[src/rtl/pwm_lock_pkg.sv]
package pwm_lock_pkg;

  localparam int unsigned REG_AW = 2;
  localparam int unsigned DATA_W = 32;

  typedef enum logic [REG_AW-1:0] {
    IDX_DUTY   = 2'd0,
    IDX_PERIOD = 2'd1,
    IDX_COUNT  = 2'd2,
    IDX_CTRL   = 2'd3
  } reg_idx_e;

  localparam int unsigned BIT_RUN    = 0;
  localparam int unsigned BIT_INV    = 1;
  localparam int unsigned BIT_OEN    = 3;
  localparam int unsigned BIT_CENTER = 5;
  localparam int unsigned BIT_LOCK   = 6;
  localparam int unsigned BIT_LP     = 8;

  typedef struct packed {
    logic lp;
    logic lock;
    logic center;
    logic oen;
    logic inv;
    logic run;
  } ctrl_t;

endpackage

[src/rtl/pwm_lock_regs.sv]
module pwm_lock_regs
  import pwm_lock_pkg::*;
#(
  parameter int unsigned CNT_W = 16
) (
  input  logic               clk_i,
  input  logic               rst_ni,
  input  logic               req_i,
  input  logic               we_i,
  input  logic [REG_AW-1:0]  addr_i,
  input  logic [DATA_W-1:0]  wdata_i,
  input  logic [CNT_W-1:0]   cnt_i,
  output logic [DATA_W-1:0]  rdata_o,
  output logic [CNT_W-1:0]   duty_o,
  output logic [CNT_W-1:0]   period_o,
  output ctrl_t              ctrl_o
);

  logic [CNT_W-1:0] duty_q, period_q;
  ctrl_t            ctrl_q;
  logic             wr;

  assign wr = req_i & we_i;

  always_ff @(posedge clk_i or negedge rst_ni) begin
    if (!rst_ni) begin
      duty_q   <= '0;
      period_q <= '0;
      ctrl_q   <= '0;
    end else if (wr) begin
      unique case (reg_idx_e'(addr_i))
        IDX_DUTY:   duty_q   <= wdata_i[CNT_W-1:0];
        IDX_PERIOD: period_q <= wdata_i[CNT_W-1:0];
        IDX_CTRL: begin
          ctrl_q.run    <= wdata_i[BIT_RUN];
          ctrl_q.inv    <= wdata_i[BIT_INV];
          ctrl_q.oen    <= wdata_i[BIT_OEN];
          ctrl_q.center <= wdata_i[BIT_CENTER];
          ctrl_q.lock   <= wdata_i[BIT_LOCK];
          ctrl_q.lp     <= wdata_i[BIT_LP];
        end
        default: ;
      endcase
    end
  end

  always_comb begin
    rdata_o = '0;
    unique case (reg_idx_e'(addr_i))
      IDX_DUTY:   rdata_o[CNT_W-1:0] = duty_q;
      IDX_PERIOD: rdata_o[CNT_W-1:0] = period_q;
      IDX_COUNT:  rdata_o[CNT_W-1:0] = cnt_i;
      IDX_CTRL: begin
        rdata_o[BIT_RUN]    = ctrl_q.run;
        rdata_o[BIT_INV]    = ctrl_q.inv;
        rdata_o[BIT_OEN]    = ctrl_q.oen;
        rdata_o[BIT_CENTER] = ctrl_q.center;
        rdata_o[BIT_LOCK]   = ctrl_q.lock;
        rdata_o[BIT_LP]     = ctrl_q.lp;
      end
      default: ;
    endcase
  end

  assign duty_o   = duty_q;
  assign period_o = period_q;
  assign ctrl_o   = ctrl_q;

endmodule

[src/rtl/pwm_lock_tick.sv]
module pwm_lock_tick #(
  parameter int unsigned PRESCALE = 4
) (
  input  logic clk_i,
  input  logic rst_ni,
  input  logic run_i,
  output logic tick_o
);

  localparam int unsigned PW = (PRESCALE > 1) ? $clog2(PRESCALE) : 1;

  generate
    if (PRESCALE <= 1) begin : g_bypass
      assign tick_o = run_i;
    end else begin : g_div
      localparam logic [PW-1:0] LAST = PW'(PRESCALE - 1);
      logic [PW-1:0] pre_q;
      always_ff @(posedge clk_i or negedge rst_ni) begin
        if (!rst_ni)             pre_q <= '0;
        else if (!run_i)         pre_q <= '0;
        else if (pre_q == LAST)  pre_q <= '0;
        else                     pre_q <= pre_q + 1'b1;
      end
      assign tick_o = run_i & (pre_q == LAST);
    end
  endgenerate

endmodule

[src/rtl/pwm_lock_counter.sv]
module pwm_lock_counter #(
  parameter int unsigned CNT_W = 16
) (
  input  logic             clk_i,
  input  logic             rst_ni,
  input  logic             run_i,
  input  logic             tick_i,
  input  logic             center_i,
  input  logic [CNT_W-1:0] period_i,
  output logic [CNT_W-1:0] cnt_o,
  output logic             bnd_o
);

  logic [CNT_W-1:0] cnt_q, per_eff;
  logic             down_q, at_top;

  // period 0 behaves as period 1
  assign per_eff = (period_i == '0) ? CNT_W'(1) : period_i;
  assign at_top  = (cnt_q >= per_eff - 1'b1);

  always_ff @(posedge clk_i or negedge rst_ni) begin
    if (!rst_ni) begin
      cnt_q  <= '0;
      down_q <= 1'b0;
    end else if (!run_i) begin
      cnt_q  <= '0;
      down_q <= 1'b0;
    end else if (tick_i) begin
      if (!center_i) begin
        down_q <= 1'b0;
        cnt_q  <= at_top ? '0 : cnt_q + 1'b1;
      end else if (!down_q) begin
        if (at_top) down_q <= 1'b1;
        else        cnt_q  <= cnt_q + 1'b1;
      end else begin
        if (cnt_q == '0) down_q <= 1'b0;
        else             cnt_q  <= cnt_q - 1'b1;
      end
    end
  end

  assign bnd_o = run_i & tick_i & (center_i ? (down_q & (cnt_q == '0)) : at_top);
  assign cnt_o = cnt_q;

endmodule

[src/rtl/pwm_lock_wave.sv]
module pwm_lock_wave #(
  parameter int unsigned CNT_W = 16
) (
  input  logic             clk_i,
  input  logic             rst_ni,
  input  logic             run_i,
  input  logic             oen_i,
  input  logic             lock_i,
  input  logic             center_i,
  input  logic             bnd_i,
  input  logic [CNT_W-1:0] cnt_i,
  input  logic [CNT_W-1:0] pend_duty_i,
  input  logic [CNT_W-1:0] pend_period_i,
  input  logic             pend_inv_i,
  output logic [CNT_W-1:0] act_duty_o,
  output logic [CNT_W-1:0] act_period_o,
  output logic             act_inv_o,
  output logic             pwm_o
);

  logic [CNT_W-1:0] duty_q, period_q, per_eff;
  logic             inv_q, hit, pwm_q, commit;

  // stopped timer tracks pending set; running one swaps only at an unlocked boundary
  assign commit = !run_i || (bnd_i && !lock_i);

  always_ff @(posedge clk_i or negedge rst_ni) begin
    if (!rst_ni) begin
      duty_q   <= '0;
      period_q <= '0;
      inv_q    <= 1'b0;
    end else if (commit) begin
      duty_q   <= pend_duty_i;
      period_q <= pend_period_i;
      inv_q    <= pend_inv_i;
    end
  end

  assign per_eff = (period_q == '0) ? CNT_W'(1) : period_q;

  always_comb begin
    if (duty_q >= per_eff) hit = 1'b1;
    else if (center_i)     hit = (cnt_i >= per_eff - duty_q);
    else                   hit = (cnt_i < duty_q);
  end

  always_ff @(posedge clk_i or negedge rst_ni) begin
    if (!rst_ni)              pwm_q <= 1'b0;
    else if (run_i && oen_i)  pwm_q <= hit ^ inv_q;
    else                      pwm_q <= inv_q;
  end

  assign act_duty_o   = duty_q;
  assign act_period_o = period_q;
  assign act_inv_o    = inv_q;
  assign pwm_o        = pwm_q;

endmodule

[src/rtl/pwm_lock_gen.sv]
module pwm_lock_gen
  import pwm_lock_pkg::*;
#(
  parameter int unsigned CNT_W    = 16,
  parameter int unsigned PRESCALE = 4
) (
  input  logic        clk_i,
  input  logic        rst_ni,
  input  logic        req_i,
  input  logic        we_i,
  input  logic [1:0]  addr_i,
  input  logic [31:0] wdata_i,
  output logic [31:0] rdata_o,
  output logic        pwm_o
);

  ctrl_t            ctrl;
  logic [CNT_W-1:0] pend_duty, pend_period, cnt, act_duty, act_period;
  logic             act_inv, tick, bnd, run, oen, lock;

  assign run  = ctrl.run;
  assign oen  = ctrl.oen;
  assign lock = ctrl.lock;

  pwm_lock_regs #(.CNT_W(CNT_W)) i_regs (
    .clk_i, .rst_ni, .req_i, .we_i, .addr_i, .wdata_i,
    .cnt_i    (cnt),
    .rdata_o,
    .duty_o   (pend_duty),
    .period_o (pend_period),
    .ctrl_o   (ctrl)
  );

  pwm_lock_tick #(.PRESCALE(PRESCALE)) i_tick (
    .clk_i, .rst_ni,
    .run_i  (run),
    .tick_o (tick)
  );

  pwm_lock_counter #(.CNT_W(CNT_W)) i_cnt (
    .clk_i, .rst_ni,
    .run_i    (run),
    .tick_i   (tick),
    .center_i (ctrl.center),
    .period_i (act_period),
    .cnt_o    (cnt),
    .bnd_o    (bnd)
  );

  pwm_lock_wave #(.CNT_W(CNT_W)) i_wave (
    .clk_i, .rst_ni,
    .run_i         (run),
    .oen_i         (oen),
    .lock_i        (lock),
    .center_i      (ctrl.center),
    .bnd_i         (bnd),
    .cnt_i         (cnt),
    .pend_duty_i   (pend_duty),
    .pend_period_i (pend_period),
    .pend_inv_i    (ctrl.inv),
    .act_duty_o    (act_duty),
    .act_period_o  (act_period),
    .act_inv_o     (act_inv),
    .pwm_o
  );

endmodule

[config.mk]
export PLATFORM = sky130hd
export DESIGN_NAME = pwm_lock_gen
export DESIGN_NICKNAME = d
export VERILOG_FILES = /design/src/rtl/pwm_lock_pkg.sv /design/src/rtl/pwm_lock_regs.sv /design/src/rtl/pwm_lock_tick.sv /design/src/rtl/pwm_lock_counter.sv /design/src/rtl/pwm_lock_wave.sv /design/src/rtl/pwm_lock_gen.sv
export SDC_FILE = /design/constraint.sdc
export NUM_CORES = 1
export LEC_CHECK = 0
export ABC_CLOCK_PERIOD_IN_PS = 6500
export BUFFER_PORTS_ARGS = -buffer_cell sky130_fd_sc_hd__buf_2
export CORE_MARGIN = 2
export CORE_UTILIZATION = 38
export CTS_BUF_LIST = sky130_fd_sc_hd__clkbuf_16
export CTS_CLUSTER_DIAMETER = 30
export DETAILED_ROUTE_END_ITERATION = 7
export PLACE_DENSITY = 0.65
export RECOVER_POWER = 25
export SYNTH_ARGS = -nofsm -noshare
export SYNTH_HDL_FRONTEND = slang
export SYNTH_SLANG_ARGS = --single-unit
[constraint.sdc]
create_clock -name clk_i -period 6.5 [get_ports clk_i]
set_input_delay 0 -clock clk_i [delete_from_list [all_inputs] [get_ports clk_i]]
set_output_delay 0 -clock clk_i [all_outputs]
set_load 0.01 [all_outputs]
==> impl_metrics.ini, run 1 <==
[status]
status = finished, violations left
violations = capacitance limit, slew limit

[grt]
antenna_found_initial = 0
grt_max_degree = 68
grtUsageTotal = 0.176
grt-ovfl-total = 0
grt_pass1_wl_um = 27700
grt_pass1_vias = 5400

[finish]
syn_to_final_growth_pct = 9.14
antenna_cells = 0
fill_cells = 1770
drive_gt1_frac = 0.155
layout.nets = 846
final_design_area_no_fill_mm2 = 0.00763

[yosys]
synth_most_common_cell = dfrtp_1
synth_area_leader_cell = dfrtp_1
synth_cell_types = 83
synth_seq_cells = 91
synth_area_mm2 = 0.00699
yosysTopAreaCellShare = 0.326
synth_area_leaders = dfrtp_1, ha_1, mux2_2
synthTopCellsByCount = dfrtp_1, ha_1, nand2_1
async_reset_ff_frac = 1.00
syn_inst = 712
synth_edf_count = 0
synth_area_per_cell_um2 = 9.82
ys.flop_type = dfrtp_1
ys_warn_count = 0
yosysSeqAreaShare = 0.326

[critical_path]
worst_path_max_delay_cell = or4_1
r2r_start = i_wave.act_period_o[8]$_DFFE_PN0P_
crit_cells = 21
ff2ff_path_depth = 21
start_kind = flip-flop
cpPeakStageDelay_ns = 0.60
reg2reg_slack_ns = 1.17
crit_start = i_wave.act_period_o[8]$_DFFE_PN0P_
cp.required_ns = 6.80
crit_buf_inv = 0
cp_common_cell = a31oi_1
cp_cell_sequence = or4_1 -> nor4_1 -> nand3_1 -> nor4_1 -> nor2_1 -> ha_1 -> nand2b_1 -> a2bb2oi_1 -> a31oi_1 -> maj3_1 -> o211ai_1 -> a31oi_1 -> xor2_1 -> ha_1 -> a21o_1 -> a21oi_1 -> o21ai_0 -> a21oi_1 -> a311o_1 -> a31oi_1 -> xor2_1
worstSetupEndpointType = flip-flop
worstPathMaxFanout = 7
crit_type = reg2reg
crit_family = compound AO/OA/AOI/OAI gates
worstPathArrival_ns = 5.63

[floorplanning]
rows = 49
die_area_mm2 = 0.0195
die_height_um = 140
die_x_um = 140
io_pins = 71
initial_core_util = 0.388
coreArea_mm2 = 0.0180

[clock_tree]
cts.path.max_buffers = 2
cts_tree = yes
cts-root-buf = clkbuf_16
ctsHtreeMaxLevel = 3
path_clk_slew_ns = 0.08
cts.sinks = 91
numCtsBuffers = 9
cts_resized = 0
clkLatencyLatePin_ns = 0.36

[routing]
route.vias.total = 5497
ant_nets = 0
drt-total-wl_um = 16600
viasPerCell = 5.64
drt_iter0_drc = 346
wl_per_cell_um = 17.0
drc = 0
dr.pass1.iters = 6

[place]
dpl.hpwl_um = 12300
io_buffers = 38
place_congestion = 0.939
postPlaceCellArea_mm2 = 0.00719

[power]
p_leak_nw = 3.43
vdd_drop_max_v = 0.000219
power_density_mw_per_mm2 = 380

[timing]
whs_ns = 0.171
skew_ns = 0.0118
fin_crit_ns = 5.33
hold_violations = 0
setup_viol = 0
setup_tns_ns = 0
max_slew_margin = -0.0332
post-route-period-util = 0.820
clock.fmax_ghz = 0.188
slew_violations = 36
rsz0062_at_grt = no
tightest_slew_ns = 1.55

[min_path]
min_path_type = in2reg
worstHoldStart = we_i
hold_depth = 4

[flow_run]
maxCapViolCount = 1
cell families after synthesis:
| group | count (synthesis) | share of synthesized area |
|---|---|---|
| AO/OA/AOI/OAI | 156 | 0.148 |
| XOR/XNOR | 31 | 0.0388 |
| adder cells (fa/ha/maj) | 69 | 0.124 |
| buffers and inverters | 90 | 0.0727 |
| flip-flops | 91 | 0.326 |
| multiplexers | 87 | 0.149 |
| other | 1 | 0.000536 |
| AND/OR/NAND/NOR | 187 | 0.142 |
what timing repair did:
action,4_1_cts,5_1_grt
endpoints found under the hold margin,62,0
hold buffers,17,0
buffers inserted,0,0
worst reg2reg max path: stages (launching register included):
cell	delay (ns)
dfrtp_1	0.49
or4_1	0.60
nor4_1	0.41
nand3_1	0.22
nor4_1	0.22
nor2_1	0.12
ha_1	0.21
nand2b_1	0.16
a2bb2oi_1	0.21
a31oi_1	0.11
maj3_1	0.42
o211ai_1	0.26
a31oi_1	0.20
xor2_1	0.18
ha_1	0.32
a21o_1	0.12
a21oi_1	0.05
o21ai_0	0.15
a21oi_1	0.11
a311o_1	0.35
a31oi_1	0.20
xor2_1	0.16
stage by stage:
stage                     power, mW  std cells  setup slack, ns  utilization
after global placement         2.33        942             1.27        0.399
after detailed placement       2.36        942             1.17        0.399
final                          2.90        975             1.17        0.423
after floorplan                2.04        727             1.95            -
after global routing           3.16        975            0.873        0.423
after CTS                      2.92        975             1.15        0.424
final timing paths:
kind	to
max	i_wave.pwm_o$_DFF_PN0_
min reg2reg	i_tick.g_div.pre_q[0]$_DFF_PN0_
min in group asynchronous	i_cnt.cnt_o[5]$_DFFE_PN0P_
max in group asynchronous	i_wave.act_duty_o[15]$_DFFE_PN0P_
min	i_regs.duty_o[1]$_DFFE_PN0P_
max reg2reg	i_wave.pwm_o$_DFF_PN0_
area by class of cell:
class	count	area (um2)	share of cell area
inverter	33	124	0.0162
sequential	91	2280	0.298
timing repair buffer	60	387	0.0507
clock inverter	7	68.8	0.00902
clock buffer	9	225	0.0295
tap	229	287	0.0375
multi-input combinational	546	4260	0.559
sequential cells by signal, indices dropped and copies added, names as in the netlist, 2 cells and up:
signal,cells
i_cnt.cnt_o,16
i_regs.duty_o,16
i_regs.period_o,16
i_wave.act_duty_o,16
i_wave.act_period_o,16
i_regs.ctrl_o,6
i_tick.g_div.pre_q,2
where the power goes:
| part | internal [mW] | switching [mW] |
|---|---|---|
| combinational | 0.665 | 0.804 |
| clock | 0.271 | 0.264 |
| sequential | 0.717 | 0.183 |
cells in the final DEF (no fill, tap or decap), types with 6 or more instances in the layout:
master	netlist	final
clkbuf_16	0	9
nor4_1	6	6
and3_1	8	8
a31oi_1	7	7
mux2i_1	10	10
nor3_1	15	15
buf_2	2	35
mux2_2	41	41
inv_1	32	32
dfrtp_1	91	91
nand4_1	14	14
nor2b_1	10	10
conb_1	1	16
ha_1	66	66
a21o_1	8	8
nand3_1	20	20
a21oi_1	40	40
mux2_1	30	30
nand2_1	46	46
dlygate4sd3_1	0	17
xor2_1	12	12
o21ai_0	38	38
xnor2_1	19	19
nor2_1	32	32
metal layers:
layer / routed length [um] / GRT usage / vias to the layer above
li1: - / - / 2637
met1: 7860 / 0.233 / 2702
met2: 8040 / 0.295 / 141
met3: 550 / 0.0337 / 17
met4: 174 / 0.0447 / 0
met5: 0 / 0 / -
Note: power is estimated with default switching activity, not from simulation.
==> inputs of run 2 (changes only) <==
--- a/config.mk
+++ b/config.mk
@@ -5,14 +5,14 @@
 export SDC_FILE = /design/constraint.sdc
 export NUM_CORES = 1
 export LEC_CHECK = 0
-export ABC_CLOCK_PERIOD_IN_PS = 6500
+export ABC_CLOCK_PERIOD_IN_PS = 4300
 export BUFFER_PORTS_ARGS = -buffer_cell sky130_fd_sc_hd__buf_2
 export CORE_MARGIN = 2
 export CORE_UTILIZATION = 38
 export CTS_BUF_LIST = sky130_fd_sc_hd__clkbuf_16
 export CTS_CLUSTER_DIAMETER = 30
 export DETAILED_ROUTE_END_ITERATION = 7
-export PLACE_DENSITY = 0.65
+export PLACE_DENSITY = 0.68
 export RECOVER_POWER = 25
 export SYNTH_ARGS = -nofsm -noshare
 export SYNTH_HDL_FRONTEND = slang
==> constraint.sdc (replaced) <==
create_clock -name clk_i -period 4.3 [get_ports clk_i]
set_input_delay 0 -clock clk_i [delete_from_list [all_inputs] [get_ports clk_i]]
set_output_delay 0 -clock clk_i [all_outputs]
set_load 0.01 [all_outputs]
==> impl_metrics.ini, run 2 (same netlist as run 1, synthesis figures left out) <==
[floorplanning]
rows = 49
coreArea_mm2 = 0.0180
initial_core_util = 0.388
die_x_um = 140
die_area_mm2 = 0.0195
die_height_um = 140
io_pins = 71

[timing]
post-route-period-util = 1.08
clock.fmax_ghz = 0.215
tightest_slew_ns = 1.74
max_slew_margin = -0.163
fin_ws_ns = -0.359
fin_crit_ns = 4.66
hold_violations = 0
slew_violations = 51
setup_tns_ns = -3.61
rsz0062_at_grt = yes
skew_ns = 0.00821
setup_viol = 50

[critical_path]
crit_buf_inv = 0
worst_path_max_delay_cell = or4_4
ff2ff_path_depth = 21
crit_type = reg2reg
crit_cells = 21
worstPathArrival_ns = 4.89
crit_family = compound AO/OA/AOI/OAI gates
worstSetupEndpointType = flip-flop
cp.required_ns = 4.53
cpPeakStageDelay_ns = 0.56
cp_cell_sequence = or4_4 -> nor4_4 -> nand3_2 -> nor4_2 -> nor2_1 -> ha_2 -> nand2b_4 -> a2bb2oi_2 -> a31oi_1 -> maj3_2 -> o211ai_1 -> a31oi_2 -> xor2_1 -> ha_1 -> a21o_1 -> a21oi_2 -> o21ai_2 -> a21oi_2 -> a311o_1 -> a31oi_2 -> xor2_1
start_kind = flip-flop
worstPathMaxFanout = 3

[finish]
layout.core_utilization = 0.478
antenna_cells = 0
final_cell_mix = dfrtp_1, ha_1, nand2_1, buf_4, mux2_2
final_common_cell = dfrtp_1
layout.nets = 900
syn_to_final_growth_pct = 23.3
finalNonFillerCells = 1028
drive_gt1_frac = 0.319
final_design_area_no_fill_mm2 = 0.00862

[grt]
grt-ovfl-total = 0
grt_pass1_vias = 5875
grtUsageTotal = 0.196
antenna_found_initial = 0
grt_max_degree = 64
grt_pass1_wl_um = 30600

[place]
dp.cells = 982
dpl.hpwl_um = 13200
place_congestion = 0.938
io_buffers = 38
postPlaceCellArea_mm2 = 0.00754

[clock_tree]
cts.path.max_buffers = 2
path_clk_slew_ns = 0.06
cts_tree = yes
cts.sinks = 91
numCtsBuffers = 9
cts-root-buf = clkbuf_16
ctsHtreeMaxLevel = 3
clkLatencyLatePin_ns = 0.36

[min_path]
hold_depth = 3
min_path_type = in2reg

[flow_run]
maxCapViolCount = 2

[routing]
drt_iter0_drc = 506
dr.pass1.iters = 5
viasPerCell = 5.71
drt-total-wl_um = 19200
ant_nets = 0
drc = 0
wl_per_cell_um = 18.7
route.vias.total = 5869

[status]
violations = capacitance limit, slew limit, setup timing
status = finished, violations left

[power]
vdd_drop_max_v = 0.000366
power_density_mw_per_mm2 = 600
p_leak_nw = 3.92
-- run 2: changes by cell type in the layout (fill, tap and decap cells not counted), sizes merged --
cell	change
clkinvlp	-1
bufinv	+2
buf	+54
inv	-3
clkinv	+1
-- run 2: report_power, final --
group	switching (mW)	internal (mW)
registers	0.239	1.09
logic	1.54	1.44
clock network	0.352	0.508
-- run 2: repair_timing --
action	CTS	global route
endpoints found under the setup margin	50	50
pin swaps	34	32
hold buffers	17	0
setup buffers	9	6
hold endpoints to repair	66	0
gates cloned	3	1
resized for setup	24	95
-- run 2: final cells by class --
| class | instances | area (um2) |
|---|---|---|
| sequential | 91 | 2280 |
| multi-input combinational | 546 | 4710 |
| timing repair buffer | 114 | 910 |
| clock inverter | 6 | 90.1 |
| tap | 229 | 287 |
| clock buffer | 9 | 225 |
| inverter | 33 | 126 |
| fill | 1685 | 9400 |
-- run 2: path summary, 6_finish.rpt --
path | start | end | slack, ns
hold / removal | req_i | i_regs.ctrl_o[4]$_DFFE_PN0P_ | 0.29
setup reg to reg | i_wave.act_period_o[8]$_DFFE_PN0P_ | i_wave.pwm_o$_DFF_PN0_ | -0.36
max in group asynchronous | rst_ni | i_wave.act_duty_o[15]$_DFFE_PN0P_ | 2.02
min in group asynchronous | rst_ni | i_cnt.cnt_o[4]$_DFFE_PN0P_ | 0.64
setup / recovery | i_wave.act_period_o[8]$_DFFE_PN0P_ | i_wave.pwm_o$_DFF_PN0_ | -0.36
hold reg to reg | i_tick.g_div.pre_q[0]$_DFF_PN0_ | i_tick.g_div.pre_q[0]$_DFF_PN0_ | 0.43
-- run 2: stage by stage --
| step | worst slack, ns | total power, mW | hold slack [ns] |
|---|---|---|---|
| 5_1_grt | -0.631 | 5.58 | 0.322 |
| 3_3_place_gp | -0.366 | 3.82 | -0.0427 |
| 4_1_cts | -0.234 | 4.91 | 0.127 |
| 2_1_floorplan | -0.109 | 3.13 | -0.296 |
| 6_report | -0.359 | 5.17 | 0.286 |
| 3_5_place_dp | -0.549 | 3.86 | -0.0435 |
-- run 2: metal layers --
metal | up-vias | track usage | part of all wire
met4 | 0 | 0.0600 | 0.012
met3 | 17 | 0.0320 | 0.043
met5 | - | 0 | 0
li1 | 2762 | - | -
met1 | 2924 | 0.262 | 0.46
met2 | 166 | 0.328 | 0.49
-- run 2: worst register-to-register path: stages (launching register included) --
cell	delay [ns]
dfrtp_1	0.37
or4_4	0.56
nor4_4	0.34
nand3_2	0.16
nor4_2	0.16
nor2_1	0.09
ha_2	0.18
nand2b_4	0.14
a2bb2oi_2	0.16
a31oi_1	0.11
maj3_2	0.33
o211ai_1	0.28
a31oi_2	0.19
xor2_1	0.17
ha_1	0.31
a21o_1	0.17
a21oi_2	0.14
o21ai_2	0.07
a21oi_2	0.18
a311o_1	0.20
a31oi_2	0.09
xor2_1	0.15
